File: src/rtl/uart_rx_core.sv
module uart_rx_core #(
  parameter int OVS = 16
) (
  input  logic       clk,
  input  logic       rst_n,
  input  logic       tick16,
  input  logic       rxd,
  input  logic [1:0] cfg_len,
  input  logic [2:0] cfg_parity,
  input  logic       cfg_two_stop,
  output logic [7:0] out_data,
  output logic       out_valid,
  input  logic       out_ready,
  output logic       out_parity_err,
  output logic       out_frame_err,
  output logic       out_break,
  output logic       out_overrun
);
  localparam int CW = $clog2(OVS);
  localparam logic [CW-1:0] MID  = CW'(OVS / 2 - 1);
  localparam logic [CW-1:0] LAST = CW'(OVS - 1);

  typedef enum logic [2:0] {S_IDLE, S_START, S_DATA, S_PAR, S_STOP1, S_STOP2} st_t;

  st_t          st;
  logic [1:0]   sync;
  logic         rx_prev;
  logic [CW-1:0] cnt;
  logic [2:0]   bitn;
  logic [7:0]   sh;
  logic         par_acc, any_hi, perr_r, ferr_r, brk_r;

  wire rx_s     = sync[1];
  wire at_last  = tick16 && (cnt == LAST);
  wire par_en   = (cfg_parity >= 3'd1) && (cfg_parity <= 3'd4);
  wire last_bit = (bitn == 3'(cfg_len + 2'd0) + 3'd4);

  logic par_want;
  always_comb begin
    case (cfg_parity)
      3'd1:    par_want = ~par_acc;
      3'd2:    par_want = par_acc;
      3'd3:    par_want = 1'b1;
      default: par_want = 1'b0;
    endcase
  end

  wire done    = at_last && ((st == S_STOP1 && !cfg_two_stop) || st == S_STOP2);
  wire fin_fe  = (st == S_STOP1) ? ~rx_s : ferr_r;
  wire fin_brk = (st == S_STOP1) ? (~rx_s & ~any_hi) : brk_r;

  always_ff @(posedge clk or negedge rst_n) begin
    if (!rst_n) begin
      sync <= 2'b11;
    end else begin
      sync <= {sync[0], rxd};
    end
  end

  always_ff @(posedge clk or negedge rst_n) begin
    if (!rst_n) begin
      st <= S_IDLE; rx_prev <= 1'b1; cnt <= '0; bitn <= '0; sh <= '0;
      par_acc <= 1'b0; any_hi <= 1'b0; perr_r <= 1'b0; ferr_r <= 1'b0; brk_r <= 1'b0;
    end else if (tick16) begin
      rx_prev <= rx_s;
      cnt <= cnt + 1'b1;
      case (st)
        S_IDLE: begin
          cnt <= CW'(1);
          if (rx_prev && !rx_s) st <= S_START;
        end
        S_START: if (cnt == MID) begin
          if (!rx_s) begin
            st <= S_DATA; cnt <= '0; bitn <= '0; sh <= '0;
            par_acc <= 1'b0; any_hi <= 1'b0; perr_r <= 1'b0;
          end else begin
            st <= S_IDLE;
          end
        end
        S_DATA: if (cnt == LAST) begin
          sh[bitn] <= rx_s;
          par_acc  <= par_acc ^ rx_s;
          any_hi   <= any_hi | rx_s;
          bitn     <= bitn + 1'b1;
          if (last_bit) st <= par_en ? S_PAR : S_STOP1;
        end
        S_PAR: if (cnt == LAST) begin
          perr_r <= (rx_s != par_want);
          any_hi <= any_hi | rx_s;
          st     <= S_STOP1;
        end
        S_STOP1: if (cnt == LAST) begin
          ferr_r <= ~rx_s;
          brk_r  <= ~rx_s & ~any_hi;
          st     <= cfg_two_stop ? S_STOP2 : S_IDLE;
        end
        S_STOP2: if (cnt == LAST) st <= S_IDLE;
        default: st <= S_IDLE;
      endcase
    end
  end

  always_ff @(posedge clk or negedge rst_n) begin
    if (!rst_n) begin
      out_data <= '0; out_valid <= 1'b0; out_parity_err <= 1'b0;
      out_frame_err <= 1'b0; out_break <= 1'b0; out_overrun <= 1'b0;
    end else if (done) begin
      if (out_valid && !out_ready) begin
        out_overrun <= 1'b1;
      end else begin
        out_data <= sh; out_valid <= 1'b1; out_parity_err <= perr_r;
        out_frame_err <= fin_fe; out_break <= fin_brk; out_overrun <= 1'b0;
      end
    end else if (out_valid && out_ready) begin
      out_valid <= 1'b0;
      out_overrun <= 1'b0;
    end
  end

  assert_start_path_R2: assert property (@(posedge clk) disable iff (!rst_n)
    (st == S_DATA && $past(st) != S_DATA) |-> $past(st) == S_START);
  assert_zero_fill_R3: assert property (@(posedge clk) disable iff (!rst_n)
    out_valid |-> ((out_data >> (4'(cfg_len) + 4'd5)) == 8'd0));
  assert_break_shape_R6: assert property (@(posedge clk) disable iff (!rst_n)
    (out_valid && out_break) |-> (out_frame_err && out_data == 8'd0));
  assert_hold_R7: assert property (@(posedge clk) disable iff (!rst_n)
    (out_valid && !out_ready) |=> (out_valid && $stable(out_data)));
  assert_overrun_held_R8: assert property (@(posedge clk) disable iff (!rst_n)
    out_overrun |-> out_valid);
endmodule

File: config.mk
export PLATFORM = sky130hd
export DESIGN_NAME = uart_rx_core
export DESIGN_NICKNAME = d
export VERILOG_FILES = /design/src/rtl/uart_rx_core.sv
export SDC_FILE = /design/constraint.sdc
export NUM_CORES = 1
export LEC_CHECK = 0
export ABC_AREA = 1
export BUFFER_PORTS_ARGS = -buffer_cell sky130_fd_sc_hd__buf_2
export CAP_MARGIN = 10
export CORE_MARGIN = 2
export CORE_UTILIZATION = 60
export CTS_BUF_LIST = sky130_fd_sc_hd__clkbuf_4
export CTS_CLUSTER_SIZE = 10
export DETAILED_ROUTE_END_ITERATION = 12
export PLACE_DENSITY = 0.81
export SYNTH_ARGS = -nofsm -noshare
export SYNTH_HDL_FRONTEND = slang
export SYNTH_SLANG_ARGS = --single-unit
File: constraint.sdc
create_clock -name clk -period 1.6 [get_ports clk]
set_clock_uncertainty 0.05 [all_clocks]
set_input_delay 0.32 -clock clk [delete_from_list [all_inputs] [get_ports clk]]
set_output_delay 0.32 -clock clk [all_outputs]
set_load 0.02 [all_outputs]
Word-level counts from Yosys, hierarchy flattened
Index checks and enable logic that the tools add are counted.

Reduce and logical (&&, ||, !) cells: 25. Order comparisons: 4. Add/subtract/negate cells: 3. Multipliers: 0. Bitwise operators: 7. Mux-type cells: 41. Shift operators: 0. Equal/unequal tests: 22. Divide/modulo/power cells: 0.

Operators with widths (count): 2-to-1 mux 3 bit (12); 2-to-1 mux 8 bit (3); != test 2 bit (second input constant) (9); case mux 3 bit (6 select lines) (1); case mux 8 bit (2 select lines) (1); AND reduction 5 bit (3); 2-to-1 mux 1 bit (13); == test 3 x 2 -> 1 bit (second input constant) (4); bitwise mux 8 bit (1); logical AND 1 bit (8); 2-to-1 mux 4 bit (2); case mux 4 bit (2 select lines) (1); AND reduction 8 bit (1); nonzero test 2 bit (4); == test 3 x 1 -> 1 bit (second input constant) (2); == test 3 bit (second input constant) (2); >= comparator 3 x 1 -> 1 bit (second input constant) (2); case mux 1 bit (2 select lines) (3); case mux 3 bit (2 select lines) (1); adder 4 x 1 -> 4 bit (second input constant) (1); == test 4 x 3 -> 1 bit (second input constant) (1); == test 4 bit (second input constant) (1); < comparator 3 x 4 -> 1 bit (second input constant) (1); inverter 1 bit (4); 18 further kinds (21).

Register bits after elaboration: 39. Bits in read-only memories: 0. Memories: 0. Input bits: 11. Latch bits: 0. Memory bits (writable): 0.

Logic depth before layout (Yosys ltp)
Word-level depth: 7. Depth in mapped cells: 10.

Worst setup path after synthesis
No wires, ideal clock.

Kind: flip-flop to flip-flop. From: register cnt[0]. To: register out_data[2]. Slack: 0.158 ns. Library setup time: 0.116 ns. Cell stages (with the launch flop): 8. Arrival: 1.275 ns. Cells stage by stage: dfrtp_1 -> ha_1 -> nand3_2 -> nor3_4 -> o211ai_2 -> buf_2 -> nand2_1 -> nand2_1.

Cells in the longest elaborated chain, start to end: 4.

Ends and longest elaborated chain: start, declared (line 28) `logic [CW-1:0] cnt;`; start signal, assigned (line 66) `cnt <= cnt + 1'b1;`; == test 4 bit (line 34) `wire at_last = tick16 && (cnt == LAST);`; logical AND 1 bit (line 34); logical AND 1 bit (line 48) `wire done = at_last && ((st == S_STOP1 && !cfg_two_stop) || st == S_STOP2);`; AND reduction 2 bit (no line); end signal, assigned (line 105) `out_data <= '0; out_valid <= 1'b0; out_parity_err <= 1'b0;`; end signal, assigned (line 111) `out_data <= sh; out_valid <= 1'b1; out_parity_err <= perr_r;`; end, declared (line 11) `output logic [7:0] out_data,`.

No other way between the ends. A chain may end at the register's enable or synchronous reset.

Worst setup path after layout
From: register st[0]. To: register cnt[1].

Cells in the longest elaborated chain, start to end: 2.

Ends and longest elaborated chain: start, declared (line 25) `st_t st;`; start signal, assigned (line 85) `if (last_bit) st <= par_en ? S_PAR : S_STOP1;`; start signal, assigned (line 95) `st <= cfg_two_stop ? S_STOP2 : S_IDLE;`; == test 3 x 1 -> 1 bit or zero test 3 bit (tied branches) (line 67) `case (st)`; case mux 4 bit (2 select lines) (*) (line 67).

Mark *: on every way between the ends. The rest lies on a longest branch, timed or not.

==> results.py <==
metrics = {
    "setup_path": {
        "critPathCaptureType": "flip-flop",
        "path_delay_family": "simple AND/OR/NAND/NOR gates",
        "crit_fanout": 11,
        "cp_common_cell": "buf_4",
        "required_ns": 1.81,
        "critical_path_class": "reg2reg",
        "cp-start-kind": "flip-flop",
        "slowest_stage": "dfrtp_1",
        "crit_buf_inv": 2,
        "critPathMaxStageDelay_ns": 0.46,
        "crit_path_cell_trace": "buf_4, nand2_1, nor2_1, o21ai_1, buf_4, nand3_1, nor3b_1",
        "crit_arrival_ns": 1.80,
    },
    "global_route": {
        "grt_pass1_vias": 1930,
        "grt_usage": 0.253,
        "antenna_found_initial": 0,
        "grt_max_degree": 22,
        "gr-total-overflow": 0,
        "grt_pass1_wl_um": 8160,
    },
    "clock_tree": {
        "clock-sinks": 39,
        "cts-buffers-inserted": 5,
        "clk_path_buf_depth": 2,
        "clk-insertion-delay-late_ns": 0.36,
        "clkTransAtPathRegs_ns": 0.13,
        "cts_root_buffer": "clkbuf_4",
        "htreeDepth": 2,
        "cts_tree": "built",
    },
    "sta": {
        "finalHoldViolations": 0,
        "setup_violations": 0,
        "worst_pin_slew_ns": 0.486,
        "slew_viol_final": 0,
        "post-route-period-util": 0.989,
        "setup_tns_ns": 0,
        "fin_crit_ns": 1.58,
        "timing.fmax_ghz": 0.632,
        "slew-limit-headroom": 0.676,
        "rsz0062_at_grt": "yes",
        "hold_slack_ns": 0.220,
    },
    "floorplan": {
        "die_area_mm2": 0.00411,
        "die_x_um": 64.1,
        "core_mm2": 0.00342,
        "top_level_ports": 24,
        "initial_utilization": 0.635,
        "fp.dieH_um": 64.1,
        "placementRows": 21,
    },
    "drt": {
        "ant_nets": 0,
        "drc": 0,
        "routed_wl_um": 5080,
        "vias_per_cell": 5.57,
        "vias": 2111,
        "firstDrtPassIters": 5,
        "initialDrtViolationCount": 142,
        "wl_per_cell_um": 13.4,
    },
    "status": {
        "status": "completed",
    },
    "yosys": {
        "netlist_top_cells_area": "dfrtp_1 (42%), nand2_1 (19%), nand4_1 (6.3%)",
        "synth_area_mm2": 0.00217,
        "synth_seq_cells": 39,
        "yosysTopAreaCellShare": 0.415,
        "synth.largest_area_cell": "dfrtp_1",
        "yosys_warnings": 0,
        "ys_seq_area_frac": 0.452,
        "synthCells": 288,
        "synth.distinct_cells": 28,
        "syn_avg_cell_area_um2": 7.53,
        "synthesis.nets": 301,
    },
    "finish": {
        "final_core_util": 0.772,
        "seq_area_um2": 981,
        "final_cell_mix": "nand2_1 (104), dfrtp_1 (35), inv_1 (26)",
        "final_cell_count_no_fill": 379,
        "fin_area_mm2": 0.00264,
        "nets": 345,
        "area_growth_pct": 21.6,
        "drive_gt1_frac": 0.249,
        "diodes": 0,
        "nFillCells": 251,
        "multi_input_area_mm2": 0.00105,
        "final_common_cell": "nand2_1",
    },
    "job": {
        "maxCapViolCount": 0,
    },
    "power_and_ir_drop": {
        "irDropWorstVdd_uv": 1020,
        "power.density_mw_per_mm2": 1280,
        "p_leak_nw": 1.46,
    },
    "place": {
        "port_buffers": 23,
        "hpwlAfterDp_um": 3410,
        "placed_cell_area_mm2": 0.00242,
        "dp_cells": 363,
        "routabilityCongestion": 0.920,
    },
    "hold_path": {
        "hold_class": "in2reg",
    },
}
[final timing paths]
check,from,cells past startpoint,endpoint,slack (ns)
max,st[0]$_DFFE_PN0P_,7,cnt[1]$_DFFE_PN0P_,0.02
min,tick16,2,cnt[2]$_DFFE_PN0P_,0.22
max reg2reg,st[0]$_DFFE_PN0P_,7,cnt[1]$_DFFE_PN0P_,0.02
min reg2reg,sync[0]$_DFF_PN1_,0,sync[1]$_DFF_PN1_,0.32
max in group asynchronous,rst_n,3,sh[2]$_DFFE_PN0P_,0.65
min in group asynchronous,rst_n,2,out_valid$_DFFE_PN0P_,0.38
[through the flow]
stage | power [mW] | setup slack (ns)
3_5_place_dp | 2.49 | 0.0231
6_report | 3.38 | 0.0175
3_3_place_gp | 2.45 | 0.0792
2_1_floorplan | 2.13 | 0.158
5_1_grt | 3.58 | -0.0564
4_1_cts | 3.18 | 0.0236
[layout make-up]
cell class | instances | area share
repair buffers | 49 | 0.132
well taps | 46 | 0.0218
flip-flops and latches | 39 | 0.372
inverters | 31 | 0.0460
clock buffers | 5 | 0.0142
multi-input cells | 206 | 0.398
clock inverters | 3 | 0.0166
[power breakdown]
part	internal [mW]	total [mW]	switching, mW
combinational	0.566	1.41	0.842
clock	0.329	0.687	0.358
sequential	1.13	1.28	0.151
total	2.03	3.38	1.35
[per-layer routing]
layer  wire length [µm]  vias up  share of wire  global-route usage
met3                349        9          0.069              0.0581
met4                 72        0          0.014               0.109
met2               2480       93           0.49               0.421
li1                   -     1023              -                   -
met1               2190      986           0.43               0.315
met5                  0        -              0                   0
[sequential cells by signal, indices dropped and copies added, names as in the netlist, 2 cells and up]
signal and count:
st 3, sh 8, out_data 8, cnt 4, sync 2, bitn 3
[synthesized netlist by cell type]
library cell  count
a21oi_2           1
nor3_1            2
a21oi_1           5
nor3b_1           1
buf_4             3
xor2_1            4
o21ai_1           3
inv_2             5
nor2_1           19
nand3_2           3
nand2_1         109
nor2_4            1
dfstp_2           3
nor2_2            1
buf_6             3
o211ai_2          1
nand4_1          22
or2_2             2
dfrtp_1          36
clkbuf_1          1
nand2_2           1
buf_2             5
o21ai_0           8
nor3_4            1
a22oi_1           3
nand3_1          17
ha_1              2
inv_1            26
[cell families (layout without fill, tap and decap cells)]
| family | count (synthesis) | after routing | share of synthesized area |
|---|---|---|---|
| simple gates | 179 | 179 | 0.370 |
| buf+inv | 43 | 88 | 0.0929 |
| flops | 39 | 39 | 0.452 |
| compound gates | 21 | 21 | 0.0571 |
| xor+xnor | 4 | 4 | 0.0162 |
| fa+ha+maj | 2 | 2 | 0.0115 |
[what timing repair did]
item	4_1_cts	5_1_grt
resized for setup	0	19
hold buffers	2	0
hold endpoints to repair	16	0
setup endpoints to repair	0	27
buffers inserted	0	6
Note: power is estimated with default switching activity, not from simulation.
